## config.mk

```make
export PLATFORM = sky130hd
export DESIGN_NAME = mwdt_top
export DESIGN_NICKNAME = d
export VERILOG_FILES = /design/src/rtl/mwdt_pkg.sv /design/src/rtl/mwdt_regs.sv /design/src/rtl/mwdt_counter.sv /design/src/rtl/mwdt_escalate.sv /design/src/rtl/mwdt_top.sv
export SDC_FILE = /design/constraint.sdc
export NUM_CORES = 1
export LEC_CHECK = 0
export BUFFER_PORTS_ARGS = -buffer_cell sky130_fd_sc_hd__buf_4
export CELL_PAD_IN_SITES_DETAIL_PLACEMENT = 0
export CELL_PAD_IN_SITES_GLOBAL_PLACEMENT = 1
export CORE_MARGIN = 2
export CORE_UTILIZATION = 48
export CTS_BUF_LIST = sky130_fd_sc_hd__clkbuf_2 sky130_fd_sc_hd__clkbuf_4 sky130_fd_sc_hd__clkbuf_8
export DETAILED_ROUTE_END_ITERATION = 12
export PLACE_DENSITY_LB_ADDON = 0.08
export RECOVER_POWER = 50
export SKIP_CTS_REPAIR_TIMING = 1
export SLEW_MARGIN = 40
export SYNTH_ARGS = -nofsm -noshare
export SYNTH_HDL_FRONTEND = slang
export SYNTH_SLANG_ARGS = --single-unit
```

## constraint.sdc

```tcl
create_clock -name clk -period 2.25 [get_ports clk]
set_input_delay 0.3375 -clock clk [delete_from_list [all_inputs] [get_ports clk]]
set_output_delay 0.3375 -clock clk [all_outputs]
set_load 0.02 [all_outputs]
```

## src/rtl/mwdt_pkg.sv

```systemverilog
package mwdt_pkg;
  localparam int AD_W = 3;

  localparam logic [AD_W-1:0] ADR_KEY   = 3'd0;
  localparam logic [AD_W-1:0] ADR_CTRL  = 3'd1;
  localparam logic [AD_W-1:0] ADR_MATCH = 3'd2;
  localparam logic [AD_W-1:0] ADR_IGN   = 3'd3;
  localparam logic [AD_W-1:0] ADR_IRQ   = 3'd4;

  localparam logic [15:0] KEY_ARM  = 16'hC0DE;
  localparam logic [15:0] KEY_OPEN = 16'hFACE;

  localparam int CB_EN   = 0;
  localparam int CB_DIS  = 1;
  localparam int CB_SVC  = 2;
  localparam int CB_CRST = 3;

  localparam int IB_CLR  = 0;
  localparam int IB_MASK = 1;
endpackage

```

## src/rtl/mwdt_regs.sv

```systemverilog
module mwdt_regs
  import mwdt_pkg::*;
#(
  parameter int CNT_W   = 16,
  parameter int MAX_IGN = 12,
  localparam int IGN_W  = $clog2(MAX_IGN + 1)
) (
  input  logic             clk,
  input  logic             rst_n,
  input  logic             wr_en,
  input  logic [AD_W-1:0]  wr_addr,
  input  logic [CNT_W-1:0] wr_data,
  output logic             locked,
  output logic             enabled,
  output logic [CNT_W-1:0] match_val,
  output logic [IGN_W-1:0] ign_bits,
  output logic             svc_p,
  output logic             dis_p,
  output logic             crst_p,
  output logic             irq_clr_p,
  output logic             irq_mask
);

  logic             lock_q, lock_d;
  logic             arm_q, arm_d;
  logic             en_q, en_d;
  logic [CNT_W-1:0] match_q, match_d;
  logic [IGN_W-1:0] ign_q, ign_d;
  logic             mask_q, mask_d;

  logic key_w, ctl_w, match_w, ign_w, irq_w, ena_p;
  logic [IGN_W-1:0] ign_in;

  assign key_w   = wr_en && (wr_addr == ADR_KEY);
  assign ctl_w   = wr_en && (wr_addr == ADR_CTRL);
  assign match_w = wr_en && (wr_addr == ADR_MATCH) && !lock_q;
  assign ign_w   = wr_en && (wr_addr == ADR_IGN) && !lock_q;
  assign irq_w   = wr_en && (wr_addr == ADR_IRQ);

  assign dis_p     = ctl_w && wr_data[CB_DIS];
  assign ena_p     = ctl_w && wr_data[CB_EN] && !lock_q;
  assign svc_p     = ctl_w && wr_data[CB_SVC] && !lock_q;
  assign crst_p    = ctl_w && wr_data[CB_CRST] && !lock_q;
  assign irq_clr_p = irq_w && wr_data[IB_CLR];

  assign ign_in = wr_data[IGN_W-1:0];

  always_comb begin
    lock_d  = lock_q;
    arm_d   = arm_q;
    en_d    = en_q;
    match_d = match_q;
    ign_d   = ign_q;
    mask_d  = mask_q;
    if (key_w) begin
      lock_d = !(arm_q && (wr_data == CNT_W'(KEY_OPEN)));
      arm_d  = (wr_data == CNT_W'(KEY_ARM));
    end
    if (dis_p) begin
      en_d   = 1'b0;
      lock_d = 1'b0;
    end else if (ena_p) begin
      en_d = 1'b1;
    end
    if (match_w) match_d = wr_data;
    if (ign_w)   ign_d = (ign_in > IGN_W'(MAX_IGN)) ? IGN_W'(MAX_IGN) : ign_in;
    if (irq_w)   mask_d = wr_data[IB_MASK];
  end

  always_ff @(posedge clk or negedge rst_n) begin
    if (!rst_n) begin
      lock_q  <= 1'b1;
      arm_q   <= 1'b0;
      en_q    <= 1'b0;
      match_q <= '0;
      ign_q   <= '0;
      mask_q  <= 1'b0;
    end else begin
      lock_q  <= lock_d;
      arm_q   <= arm_d;
      en_q    <= en_d;
      match_q <= match_d;
      ign_q   <= ign_d;
      mask_q  <= mask_d;
    end
  end

  assign locked    = lock_q;
  assign enabled   = en_q;
  assign match_val = match_q;
  assign ign_bits  = ign_q;
  assign irq_mask  = mask_q;

  AST_LOCK_KEEPS_MATCH: assert property (@(posedge clk) disable iff (!rst_n)
    (lock_q && wr_en && wr_addr == ADR_MATCH) |=> $stable(match_q));
  AST_LOCK_KEEPS_EN: assert property (@(posedge clk) disable iff (!rst_n)
    (lock_q && ctl_w && !wr_data[CB_DIS] && !en_q) |=> !en_q);
  AST_IGN_CLAMP: assert property (@(posedge clk) disable iff (!rst_n)
    ign_w |=> (ign_q <= IGN_W'(MAX_IGN)));
  AST_DIS_OPENS: assert property (@(posedge clk) disable iff (!rst_n)
    dis_p |=> (!lock_q && !en_q));
  AST_BAD_KEY_LOCKS: assert property (@(posedge clk) disable iff (!rst_n)
    (key_w && !arm_q) |=> lock_q);

endmodule

```

## src/rtl/mwdt_counter.sv

```systemverilog
module mwdt_counter #(
  parameter int CNT_W   = 16,
  parameter int MAX_IGN = 12,
  localparam int IGN_W  = $clog2(MAX_IGN + 1)
) (
  input  logic             clk,
  input  logic             rst_n,
  input  logic             tick,
  input  logic             enabled,
  input  logic             crst_p,
  input  logic [CNT_W-1:0] match_val,
  input  logic [IGN_W-1:0] ign_bits,
  output logic [CNT_W-1:0] count,
  output logic             hit
);

  logic [CNT_W-1:0] cnt_q, cnt_d;
  logic             clrp_q;
  logic [CNT_W-1:0] cmp_mask;
  logic             adv;

  for (genvar b = 0; b < CNT_W; b++) begin : g_mask
    assign cmp_mask[b] = ((32'(ign_bits) + b) < CNT_W);
  end

  assign adv = enabled && tick;
  assign hit = adv && (((cnt_q ^ match_val) & cmp_mask) == '0);

  always_comb begin
    cnt_d = cnt_q;
    if (clrp_q)   cnt_d = '0;
    else if (adv) cnt_d = cnt_q + CNT_W'(1);
  end

  always_ff @(posedge clk or negedge rst_n) begin
    if (!rst_n) begin
      cnt_q  <= '0;
      clrp_q <= 1'b0;
    end else begin
      cnt_q  <= cnt_d;
      clrp_q <= crst_p;
    end
  end

  assign count = cnt_q;

  AST_CNT_STEP: assert property (@(posedge clk) disable iff (!rst_n)
    (adv && !clrp_q) |=> (cnt_q == $past(cnt_q) + CNT_W'(1)));
  AST_CNT_HOLD: assert property (@(posedge clk) disable iff (!rst_n)
    (!adv && !clrp_q) |=> $stable(cnt_q));
  AST_CLR_ZERO: assert property (@(posedge clk) disable iff (!rst_n)
    crst_p |=> ##1 (cnt_q == '0));

endmodule

```

## src/rtl/mwdt_escalate.sv

```systemverilog
module mwdt_escalate #(
  parameter int ACT_MATCHES = 3,
  localparam int ST_W = $clog2(ACT_MATCHES)
) (
  input  logic            clk,
  input  logic            rst_n,
  input  logic            hit,
  input  logic            lp_mode,
  input  logic            clr_stage,
  input  logic            irq_clr,
  output logic [ST_W-1:0] stage,
  output logic            reset_req,
  output logic            irq_status
);

  localparam logic [ST_W-1:0] LAST = ST_W'(ACT_MATCHES - 1);

  logic [ST_W-1:0] stage_q, stage_d;
  logic            rreq_q, rreq_d;
  logic            irqs_q, irqs_d;
  logic            irq_set;

  always_comb begin
    stage_d = stage_q;
    rreq_d  = rreq_q;
    irq_set = 1'b0;
    if (clr_stage) begin
      stage_d = '0;
    end else if (hit) begin
      if (lp_mode || stage_q == LAST) begin
        rreq_d = 1'b1;
      end else begin
        stage_d = stage_q + ST_W'(1);
        irq_set = 1'b1;
      end
    end
    irqs_d = irqs_q;
    if (irq_set)      irqs_d = 1'b1;
    else if (irq_clr) irqs_d = 1'b0;
  end

  always_ff @(posedge clk or negedge rst_n) begin
    if (!rst_n) begin
      stage_q <= '0;
      rreq_q  <= 1'b0;
      irqs_q  <= 1'b0;
    end else begin
      stage_q <= stage_d;
      rreq_q  <= rreq_d;
      irqs_q  <= irqs_d;
    end
  end

  assign stage      = stage_q;
  assign reset_req  = rreq_q;
  assign irq_status = irqs_q;

  AST_RREQ_STICKY: assert property (@(posedge clk) disable iff (!rst_n)
    rreq_q |=> rreq_q);
  AST_LP_FIRST: assert property (@(posedge clk) disable iff (!rst_n)
    (hit && lp_mode && !clr_stage) |=> rreq_q);
  AST_FINAL_MATCH: assert property (@(posedge clk) disable iff (!rst_n)
    (hit && stage_q == LAST && !clr_stage) |=> rreq_q);
  AST_SVC_CLEAR: assert property (@(posedge clk) disable iff (!rst_n)
    clr_stage |=> (stage_q == '0));
  AST_IRQ_SET: assert property (@(posedge clk) disable iff (!rst_n)
    irq_set |=> irqs_q);

endmodule

```

## src/rtl/mwdt_top.sv

```systemverilog
module mwdt_top
  import mwdt_pkg::*;
#(
  parameter int CNT_W       = 16,
  parameter int MAX_IGN     = 12,
  parameter int ACT_MATCHES = 3,
  localparam int IGN_W      = $clog2(MAX_IGN + 1),
  localparam int ST_W       = $clog2(ACT_MATCHES)
) (
  input  logic             clk,
  input  logic             rst_n,
  input  logic             tick_i,
  input  logic             lp_mode_i,
  input  logic             wr_en_i,
  input  logic [AD_W-1:0]  wr_addr_i,
  input  logic [CNT_W-1:0] wr_data_i,
  output logic [CNT_W-1:0] count_o,
  output logic [ST_W-1:0]  stage_o,
  output logic             enabled_o,
  output logic             locked_o,
  output logic             irq_status_o,
  output logic             irq_o,
  output logic             reset_req_o
);

  logic [1:0] rsync_q;
  logic       rst_s_n;

  always_ff @(posedge clk or negedge rst_n) begin
    if (!rst_n) rsync_q <= 2'b00;
    else        rsync_q <= {rsync_q[0], 1'b1};
  end
  assign rst_s_n = rsync_q[1];

  logic             en_w, svc_w, dis_w, crst_w, iclr_w, mask_w, hit_w, irqs_w;
  logic [CNT_W-1:0] match_w;
  logic [IGN_W-1:0] ign_w;

  mwdt_regs #(.CNT_W(CNT_W), .MAX_IGN(MAX_IGN)) u_regs (
    .clk       (clk),
    .rst_n     (rst_s_n),
    .wr_en     (wr_en_i),
    .wr_addr   (wr_addr_i),
    .wr_data   (wr_data_i),
    .locked    (locked_o),
    .enabled   (en_w),
    .match_val (match_w),
    .ign_bits  (ign_w),
    .svc_p     (svc_w),
    .dis_p     (dis_w),
    .crst_p    (crst_w),
    .irq_clr_p (iclr_w),
    .irq_mask  (mask_w)
  );

  mwdt_counter #(.CNT_W(CNT_W), .MAX_IGN(MAX_IGN)) u_cnt (
    .clk       (clk),
    .rst_n     (rst_s_n),
    .tick      (tick_i),
    .enabled   (en_w),
    .crst_p    (crst_w),
    .match_val (match_w),
    .ign_bits  (ign_w),
    .count     (count_o),
    .hit       (hit_w)
  );

  mwdt_escalate #(.ACT_MATCHES(ACT_MATCHES)) u_esc (
    .clk        (clk),
    .rst_n      (rst_s_n),
    .hit        (hit_w),
    .lp_mode    (lp_mode_i),
    .clr_stage  (svc_w || dis_w),
    .irq_clr    (iclr_w),
    .stage      (stage_o),
    .reset_req  (reset_req_o),
    .irq_status (irqs_w)
  );

  assign enabled_o    = en_w;
  assign irq_status_o = irqs_w;
  assign irq_o        = irqs_w && !mask_w;

  AST_IRQ_MASKED: assert property (@(posedge clk) disable iff (!rst_s_n)
    mask_w |-> !irq_o);

endmodule

```

==> results of run 1 <==
==> metal layers <==
| metal | vias to the layer above | global-route usage (%) | share of wire, % |
|---|---|---|---|
| met3 | 9 | 4.42 | 4.0 |
| met4 | 0 | 6.35 | 1.4 |
| met1 | 894 | 29.1 | 49 |
| met2 | 46 | 31.3 | 46 |
| met5 | - | 0 | 0 |
| li1 | 890 | - | - |
==> cell type report <==
class                   count  share of cell area [%]
well taps                  67                    2.90
clock inverters             1                   0.260
clock buffers               7                    3.34
inverters                   6                   0.780
flip-flops and latches     47                    40.8
multi-input cells         166                    39.7
repair buffers             50                    12.2
==> placed cells by master (no fill, tap or decap), types with 2 or more instances in the layout <==
cell      instances
dfrtp_1          46
buf_4            42
nor2_1           27
nand2_1          20
mux2_2           20
xor2_1           20
nand3_1           9
o21ai_0           9
xnor2_1           9
a21oi_1           8
clkbuf_8          7
clkbuf_1          7
inv_1             6
nand4_1           6
or3_1             3
and3_1            2
nor3_1            2
and4b_1           2
a31oi_1           2
nor4_1            2
nor4bb_1          2
ha_1              2
==> report_power, final <==
group | internal [uW] | switching, uW
combinational | 362 | 329
sequential | 1030 | 233
clock | 280 | 281
total | 1670 | 842
==> through the flow <==
step                total power (uW)  util [%]  instance area (sq um)  hold WS, ns
finish                          2510      60.7                   2890        0.273
global route                    2680      60.7                   2890        0.272
CTS                             2560      61.1                   2900       -0.204
detailed placement              1990      58.9                   2800        0.122
global placement                1980      58.9                   2800        0.120
floorplan                       1730         -                   2390       0.0419
==> how the worst max path moves through the flow <==
stage / cells past startpoint / end
floorplan: 6 / u_esc.stage[1]
global placement: 6 / u_esc.stage[1]
detailed placement: 6 / u_esc.stage[1]
CTS: 6 / u_esc.stage[1]
global route: 6 / u_esc.stage[1]
finish: 6 / u_esc.stage[1]
==> registers in the layout (all words and copies together) (netlist names) <==
signal,count
u_regs.arm_q,1
u_esc.reset_req,1
u_cnt.count,16
u_regs.enabled,1
rsync_q,2
u_esc.irq_status,1
u_esc.stage,2
u_regs.ign_bits,4
u_regs.irq_mask,1
u_regs.match_val,16
u_regs.locked,1
u_cnt.clrp_q,1
==> logic make-up after synthesis <==
group,count (synthesis),synth area share (%)
AND/OR/NAND/NOR,82,17.2
flip-flops,47,49.2
AO/OA/AOI/OAI,32,9.51
XOR/XNOR,29,10.6
multiplexers,20,9.41
buffers and inverters,13,2.87
adder cells (fa/ha/maj),2,1.05
other,1,0.157
==> summary.md, run 1 <==
| Metric | Value |
|---|---|
| CTS Buffer Depth | `2` |
| Setup crit start kind | `register` |
| Fillers | `430` |
| Register bit count reported by yosys | `47` |
| Reg-to-Reg Start | `u_regs.ign_bits[2]` |
| Pre-CTS WS | `0.217 ns` |
| Mapped Cells | `226` |
| Most frequent cell after synthesis | `dfrtp_1` |
| H-tree lvl count | `2` |
| End point of the worst hold path | `u_regs.match_val[7]` |
| Minimum clock period after layout | `2.03 ns` |
| Most used flip-flop cell after synthesis | `dfrtp_1` |
| Net count after synthesis | `252` |
| N_diodes | `0` |
| Pwr dens | `871 mW/mm^2` |
| Via Count | `1839` |
| Worst Path Arrival | `2.26 ns` |
| Slew margin rel. | `42.6%` |
| Die X | `74.6 microns` |
| # IOs | `47` |
| Async SR Flop Fraction | `100%` |
| DRC | `0` |
| Worst-margin pin slew | `0.861 ns` |
| Setup crit start | `u_regs.ign_bits[2]` |
| Placed cells | `335` |
| Period utilization | `90.4%` |
| WL/cell | `14.8 microns` |
| Gr usage total | `20.4%` |
| Vias per Instance | `5.35` |
| Reg-to-Reg End | `u_esc.stage[1]` |
| FMAX | `0.492 GHz` |
| Starting density of the core | `50.3%` |
| Pins Over Slew Limit | `0` |
| Leakage power | `0.00134 uW` |
| Unique masters post-synth | `45` |
| Largest net degree at the start of global routing | `19` |
| Layout Cells excl Fill | `344` |
| Setup ws final | `0.217 ns` |
| Critical path class | `reg -> reg` |
| Post-synthesis sequential area ratio | `49.2%` |
| Core area | `0.00475 sq mm` |
| Antenna Violating Nets Remaining | `0` |
| Clock sink count | `47` |
| Worst-Skew Late Latency | `0.30 ns` |
| Total CTS buffers | `5` |
| HP Start | `wr_data_i[7]` |
| Rows | `25` |
| Port bufs | `46` |
| Hold Crit Depth | `2` |
| Final #Nets | `302` |
| Skew final | `0.00841 ns` |
| Initial antenna violation count | `0` |
| Crit path cell chain | `o21ai_0 > a22o_1 > a2111oi_4 > o211ai_2 > or3_1 > a21oi_1` |
| Root Buffer | `clkbuf_8` |
| GRT overflow | `0` |
| Maxcap violations | `0` |
| R2R setup slack | `0.22 ns` |
| # setup viols final | `0` |
| DIE AREA | `0.00557 sq mm` |
| Critical path fanouts, max | `13` |
| First DRT Iteration DRCs | `147` |
| First-pass GRT wire length | `8530 microns` |
| Synthesis-to-layout area growth | `20.6%` |
| Sequential Area | `0.00118 sq mm` |
| Setup TNS Final | `0 ns` |
| Post-synth EDFFs | `0` |
| Mapped cell area | `0.00239 sq mm` |
| Final WL | `5100 microns` |
| Worst path required time | `2.47 ns` |
| Post-Syn Area per Cell | `10.6 sq um` |
| VDD IR max | `405 uV` |
| 1st-pass router iterations | `4` |
| Worst reg-to-reg path cell count | `6` |
| Share of cells above drive strength 1 | `27.8%` |
| Min-Delay Path Class | `in -> reg` |
| CP max-delay cell | `dfrtp_1` |
| Number of global-route vias before repair | `1768` |
| Die height | `74.6 microns` |
| Unrepaired setup endpoints after global routing | `no` |
| Post-synth top area cell | `dfrtp_1` |
| Hold Violations, Final | `0` |
| Critical Path End Type | `register` |
| Clk slew on worst S/H paths | `0.08 ns` |
| YS warnings | `0` |
| Buf+Inv Stages, Crit Path | `0` |
| Final GP Congestion | `0.796` |
| Top Family by Delay on Critical Path | `compound AO/OA/AOI/OAI gates` |
| Dpl hpwl | `3870 microns` |
| Critical path's largest stage delay | `0.56 ns` |
| CTS tree | `yes` |
| Area of the multi-input gates | `0.00115 sq mm` |
| Commonest cells in the netlist | `dfrtp_1 (46), nor2_1 (27), mux2_2 (20), nand2_1 (20), xor2_1 (20)` |
| Yosys top cell area share | `48.1%` |
| Ranking of synthesized cells by area | `dfrtp_1 (48%), mux2_2 (9.4%), xor2_1 (7.3%)` |
| Outcome | `finished clean` |
Power figures use the tool's default switching activity.
==> inputs of run 2 (changes only) <==
--- a/config.mk
+++ b/config.mk
@@ -12,7 +12,7 @@
 export CORE_UTILIZATION = 48
 export CTS_BUF_LIST = sky130_fd_sc_hd__clkbuf_2 sky130_fd_sc_hd__clkbuf_4 sky130_fd_sc_hd__clkbuf_8
 export DETAILED_ROUTE_END_ITERATION = 12
-export PLACE_DENSITY_LB_ADDON = 0.08
+export PLACE_DENSITY_LB_ADDON = 0.12
 export RECOVER_POWER = 50
 export SKIP_CTS_REPAIR_TIMING = 1
 export SLEW_MARGIN = 40
==> run 2 against run 1 <==
Net effect:
- non-clock buffer count unchanged
- register-to-register slack worse by 0.05 ns
- combinational power up 2%
- clock-buffer cell count unchanged
- fmax down 2.5%
- clock power down 6.4%
- sequential power about the same
- highest routed layer unchanged
==> summary.md, run 2 (synthesis gave the netlist of run 1 again) <==
| Metric | Value |
|---|---|
| Gr usage total | `20.3% (was 20.4%)` |
| CTS Buffer Depth | `2 (unchanged)` |
| Rows | `25 (unchanged)` |
| Placed cells | `335 (unchanged)` |
| Worst-Skew Late Latency | `0.30 ns (about the same)` |
| Core Util, Final | `60.6% (was 60.7%)` |
| DRC | `0 (unchanged)` |
| Setup crit start kind | `register (unchanged)` |
| Layout Cells excl Fill | `344 (unchanged)` |
| Final WL | `5170 microns (was 5100 microns)` |
| Initial antenna violation count | `0 (unchanged)` |
| Worst reg-to-reg path cell count | `6 (unchanged)` |
| Sequential Area | `0.00118 sq mm (unchanged)` |
| Worst Path Arrival | `2.31 ns (was 2.26 ns)` |
| DIE AREA | `0.00557 sq mm (unchanged)` |
| CTS tree | `yes (unchanged)` |
| Pins Over Slew Limit | `0 (unchanged)` |
| Maxcap violations | `0 (unchanged)` |
| Final #Nets | `302 (unchanged)` |
| Worst-margin pin slew | `1.23 ns (was 0.861 ns)` |
| # setup viols final | `0 (unchanged)` |
| Hold Slack | `0.133 ns (was 0.273 ns)` |
| Most frequent cells in the layout | `dfrtp_1 (46), buf_4 (45), nor2_1 (27) (was dfrtp_1 (46), buf_4 (42), nor2_1 (27))` |
| Via Count | `1774 (was 1839)` |
| Number of global-route vias before repair | `1716 (was 1768)` |
| Leakage power | `0.00135 uW (was 0.00134 uW)` |
| Total CTS buffers | `5 (unchanged)` |
| Critical path class | `reg -> reg (unchanged)` |
| First DRT Iteration DRCs | `70 (was 147)` |
| Clock sink count | `47 (unchanged)` |
| Starting density of the core | `50.3% (unchanged)` |
| Largest net degree at the start of global routing | `24 (was 19)` |
| Hold Violations, Final | `0 (unchanged)` |
| Worst path required time | `2.48 ns (was 2.47 ns)` |
| 1st-pass router iterations | `4 (unchanged)` |
| Core area | `0.00475 sq mm (unchanged)` |
| Slew margin rel. | `17.9% (was 42.6%)` |
| Final GP Congestion | `0.748 (was 0.796)` |
| Synthesis-to-layout area growth | `20.4% (was 20.6%)` |
| Outcome | `finished clean (unchanged)` |
| Min-Delay Path Class | `reg -> async (was in -> reg)` |
| Reg-to-Reg End | `u_esc.stage[1] (unchanged)` |
| Area of the multi-input gates | `0.00115 sq mm (unchanged)` |
| H-tree lvl count | `2 (unchanged)` |
| Pwr dens | `861 mW/mm^2 (was 871 mW/mm^2)` |
| Critical Path End Type | `register (unchanged)` |
| Port bufs | `46 (unchanged)` |
| N_diodes | `0 (unchanged)` |
| VDD IR max | `399 uV (was 405 uV)` |
| Reg-to-Reg Start | `u_regs.ign_bits[2] (unchanged)` |
| Die X | `74.6 microns (unchanged)` |
| Overall Power | `2480 uW (was 2510 uW)` |
| Antenna Violating Nets Remaining | `0 (unchanged)` |
| Vias per Instance | `5.16 (was 5.35)` |
| Critical path fanouts, max | `13 (unchanged)` |
| Die height | `74.6 microns (unchanged)` |
| Root Buffer | `clkbuf_8 (unchanged)` |
| WL/cell | `15.0 microns (was 14.8 microns)` |
| GRT overflow | `0 (unchanged)` |
| Unrepaired setup endpoints after global routing | `no (unchanged)` |
| Setup TNS Final | `0 ns (unchanged)` |
| Period utilization | `92.6% (was 90.4%)` |
| R2R setup slack | `0.17 ns (was 0.22 ns)` |
| Commonest non-fill, non-tap cell in the layout | `dfrtp_1 (unchanged)` |
| Dpl hpwl | `3960 microns (was 3870 microns)` |
| Clk slew on worst S/H paths | `0.09 ns (was 0.08 ns)` |
| Minimum clock period after layout | `2.08 ns (was 2.03 ns)` |
| First-pass GRT wire length | `8470 microns (was 8530 microns)` |
| FMAX | `0.480 GHz (was 0.492 GHz)` |
| # IOs | `47 (unchanged)` |
| Skew final | `0.00996 ns (was 0.00841 ns)` |
| Share of cells above drive strength 1 | `28.5% (was 27.8%)` |
| Fillers | `444 (was 430)` |
==> run 2: cell types whose count changed in the layout (fill, tap and decap cells not counted), sizes merged <==
cell / delta
clkinvlp: -1
clkinv: +1
buf: +3
clkbuf: -3
==> run 2: area by class of cell <==
type                            instances  share of cell area [%]
Sequential cell                        47                    40.8
Inverter                                6                   0.781
Timing Repair Buffer                   50                    12.6
Multi-Input combinational cell        166                    39.8
Clock buffer                            7                    2.91
Clock inverter                          1                   0.174
Tap cell                               67                    2.91
==> run 2: metrics by stage <==
| step | worst slack, ns | instance area [sq um] |
|---|---|---|
| 6_report | 0.166 | 2880 |
| 4_1_cts | 0.179 | 2890 |
| 2_1_floorplan | 0.344 | 2390 |
| 3_5_place_dp | 0.183 | 2800 |
| 5_1_grt | 0.0194 | 2880 |
| 3_3_place_gp | 0.300 | 2800 |
==> run 2: metal layers <==
layer	wire length (microns)	vias up	global-route usage, %
met5	0	-	0
met4	40	0	5.95
met3	209	4	4.82
met2	2390	39	29.7
met1	2530	839	30.2
li1	-	892	-
==> run 2: critical path, stage by stage, from the launching register on <==
cell       delay (ns)
dfrtp_1          0.57
o21ai_0          0.15
a22o_1           0.26
a2111oi_4        0.41
o211ai_2         0.13
or3_1            0.35
a21oi_1          0.15
==> run 2: worst max-delay path by stage <==
stage                             startpoint        endpoint  slack [ns]  cells past startpoint
after floorplan              u_cnt.count[11]  u_esc.stage[1]        0.34                      6
after global placement    u_regs.ign_bits[2]  u_esc.stage[1]        0.30                      6
after detailed placement  u_regs.ign_bits[2]  u_esc.stage[1]        0.18                      6
after CTS                 u_regs.ign_bits[2]  u_esc.stage[1]        0.18                      6
after global routing      u_regs.ign_bits[2]  u_esc.stage[1]        0.02                      6
final                     u_regs.ign_bits[2]  u_esc.stage[1]        0.17                      6
==> run 2: report_power, final <==
group,internal (uW),switching [uW]
Combinational,371,334
Sequential,1030,224
Clock,243,281
Total,1640,838
==> inputs of run 3 (changes only) <==
--- a/config.mk
+++ b/config.mk
@@ -8,8 +8,9 @@
 export BUFFER_PORTS_ARGS = -buffer_cell sky130_fd_sc_hd__buf_4
 export CELL_PAD_IN_SITES_DETAIL_PLACEMENT = 0
 export CELL_PAD_IN_SITES_GLOBAL_PLACEMENT = 1
+export CORE_ASPECT_RATIO = 0.5
 export CORE_MARGIN = 2
-export CORE_UTILIZATION = 48
+export CORE_UTILIZATION = 40
 export CTS_BUF_LIST = sky130_fd_sc_hd__clkbuf_2 sky130_fd_sc_hd__clkbuf_4 sky130_fd_sc_hd__clkbuf_8
 export DETAILED_ROUTE_END_ITERATION = 12
 export PLACE_DENSITY_LB_ADDON = 0.12
==> run 3 against run 2 <==
Net effect:
- setup slack better by 0.029 ns
- global-route usage is 1.4 points lower
- critical path depth stayed put
- final cell count is 2.3% higher
- total power is 2.3% higher
- clock power is 10% higher
- sequential power hardly changed
- largest cell class unchanged
- via count is 4.3% higher
- utilization is 8.9 points lower
- wire length is 12% higher
- worst hold slack better by 0.13 ns
- sequential cell count stayed put
==> summary.md, run 3 (synthesis gave the netlist of run 1 again) <==
| Metric | Value |
|---|---|
| Outcome | `finished clean (unchanged)` |
| Worst-Skew Late Latency | `0.31 ns (was 0.30 ns)` |
| Dpl hpwl | `4390 microns (was 3960 microns)` |
| Clock sink count | `47 (unchanged)` |
| Share of cells above drive strength 1 | `28.7% (was 28.5%)` |
| Skew final | `0.0100 ns (was 0.00996 ns)` |
| First DRT Iteration DRCs | `87 (was 70)` |
| Maxcap violations | `0 (unchanged)` |
| Port bufs | `46 (unchanged)` |
| Minimum clock period after layout | `2.06 ns (was 2.08 ns)` |
| Die X | `113 microns (was 74.6 microns)` |
| Final #Nets | `304 (was 302)` |
| Pins Over Slew Limit | `0 (unchanged)` |
| Worst Path Arrival | `2.29 ns (was 2.31 ns)` |
| Hold Slack | `0.267 ns (was 0.133 ns)` |
| Final GP Congestion | `0.883 (was 0.748)` |
| Largest net degree at the start of global routing | `23 (was 24)` |
| Total CTS buffers | `5 (unchanged)` |
| H-tree lvl count | `2 (unchanged)` |
| Synthesis-to-layout area growth | `21.7% (was 20.4%)` |
| Root Buffer | `clkbuf_8 (unchanged)` |
| DRC | `0 (unchanged)` |
| Rows | `19 (was 25)` |
| Worst-margin pin slew | `0.906 ns (was 1.23 ns)` |
| Period utilization | `91.4% (was 92.6%)` |
| Setup crit start kind | `register (unchanged)` |
| First-pass GRT wire length | `9360 microns (was 8470 microns)` |
| Design Area, Final | `0.00291 sq mm (was 0.00288 sq mm)` |
| Initial antenna violation count | `0 (unchanged)` |
| Final WL | `5770 microns (was 5170 microns)` |
| FMAX | `0.486 GHz (was 0.480 GHz)` |
| # IOs | `47 (unchanged)` |
| DIE AREA | `0.00666 sq mm (was 0.00557 sq mm)` |
| Vias per Instance | `5.26 (was 5.16)` |
| Starting density of the core | `42.5% (was 50.3%)` |
| N_diodes | `0 (unchanged)` |
| Unrepaired setup endpoints after global routing | `no (unchanged)` |
| Number of global-route vias before repair | `1784 (was 1716)` |
| GRT overflow | `0 (unchanged)` |
| Leakage power | `0.00136 uW (was 0.00135 uW)` |
| Hold Violations, Final | `0 (unchanged)` |
| # setup viols final | `0 (unchanged)` |
| Commonest non-fill, non-tap cell in the layout | `dfrtp_1 (unchanged)` |
| Critical path class | `reg -> reg (unchanged)` |
| Pwr dens | `872 mW/mm^2 (was 861 mW/mm^2)` |
| Min-Delay Path Class | `in -> reg (was reg -> async)` |
| Critical Path End Type | `register (unchanged)` |
| Via Count | `1851 (was 1774)` |
| VDD IR max | `375 uV (was 399 uV)` |
| CTS tree | `yes (unchanged)` |
| Clk slew on worst S/H paths | `0.10 ns (was 0.09 ns)` |
| CTS Buffer Depth | `2 (unchanged)` |
| Critical path fanouts, max | `13 (unchanged)` |
| Core Util, Final | `51.7% (was 60.6%)` |
| Most frequent cells in the layout | `dfrtp_1 (46), buf_4 (45), nor2_1 (27) (unchanged)` |
| Placed Area | `0.00282 sq mm (was 0.00280 sq mm)` |
| Worst path required time | `2.48 ns (about the same)` |
| Gr usage total | `18.9% (was 20.3%)` |
| Die height | `58.7 microns (was 74.6 microns)` |
| WL/cell | `16.4 microns (was 15.0 microns)` |
| Setup TNS Final | `0 ns (unchanged)` |
| Core area | `0.00563 sq mm (was 0.00475 sq mm)` |
| Slew margin rel. | `39.6% (was 17.9%)` |
| Antenna Violating Nets Remaining | `0 (unchanged)` |
| 1st-pass router iterations | `4 (unchanged)` |
## run 3: worst paths after layout
| check | startpoint | end | slack (ns) | cells past startpoint |
|---|---|---|---|---|
| worst max-delay path | u_regs.ign_bits[2] | u_esc.stage[1] | 0.19 | 6 |
| worst min-delay path | wr_data_i[10] | u_regs.match_val[10] | 0.27 | 2 |
| worst max register to register | u_regs.ign_bits[2] | u_esc.stage[1] | 0.19 | 6 |
| worst min register to register | rsync_q[0] | rsync_q[1] | 0.36 | 0 |
| max in group asynchronous | rsync_q[1] | u_cnt.count[5] | 0.68 | 1 |
| min in group asynchronous | rst_n | rsync_q[0] | 0.34 | 2 |
## run 3: critical path, cell delays in order, from the launching register on
cell and delay, ns:
dfrtp_1 0.57, o21ai_0 0.17, a22o_1 0.26, a2111oi_4 0.40
o211ai_2 0.14, or3_1 0.33, a21oi_1 0.12
## run 3: area by class of cell
cell class | instances | area (sq um)
Clock buffer | 7 | 96.3
Multi-Input combinational cell | 166 | 1150
Fill cell | 539 | 2720
Inverter | 6 | 22.5
Sequential cell | 47 | 1180
Clock inverter | 1 | 7.51
Timing Repair Buffer | 52 | 370
Tap cell | 73 | 91.3
## run 3: per-stage QoR
| stage | instances | setup WS (ns) | total power (uW) |
|---|---|---|---|
| 3_5_place_dp | 343 | 0.231 | 2000 |
| 6_report | 352 | 0.194 | 2540 |
| 4_1_cts | 351 | 0.218 | 2570 |
| 2_1_floorplan | 226 | 0.344 | 1730 |
| 3_3_place_gp | 343 | 0.294 | 1980 |
| 5_1_grt | 352 | 0.0731 | 2710 |
## run 3: metal layers
metal | GRT usage (%) | share of wire [%] | routed length [microns]
met4 | 4.36 | 0.43 | 25
met5 | 0 | 0 | 0
met3 | 5.56 | 6.6 | 380
met2 | 26.2 | 40 | 2310
met1 | 29.0 | 53 | 3050
## run 3: where the power goes
part | internal (uW) | switching, uW | leakage [uW]
registers | 1030 | 239 | 0.000603
logic | 364 | 329 | 0.000702
clock network | 280 | 297 | 0.0000505
total | 1670 | 865 | 0.00136
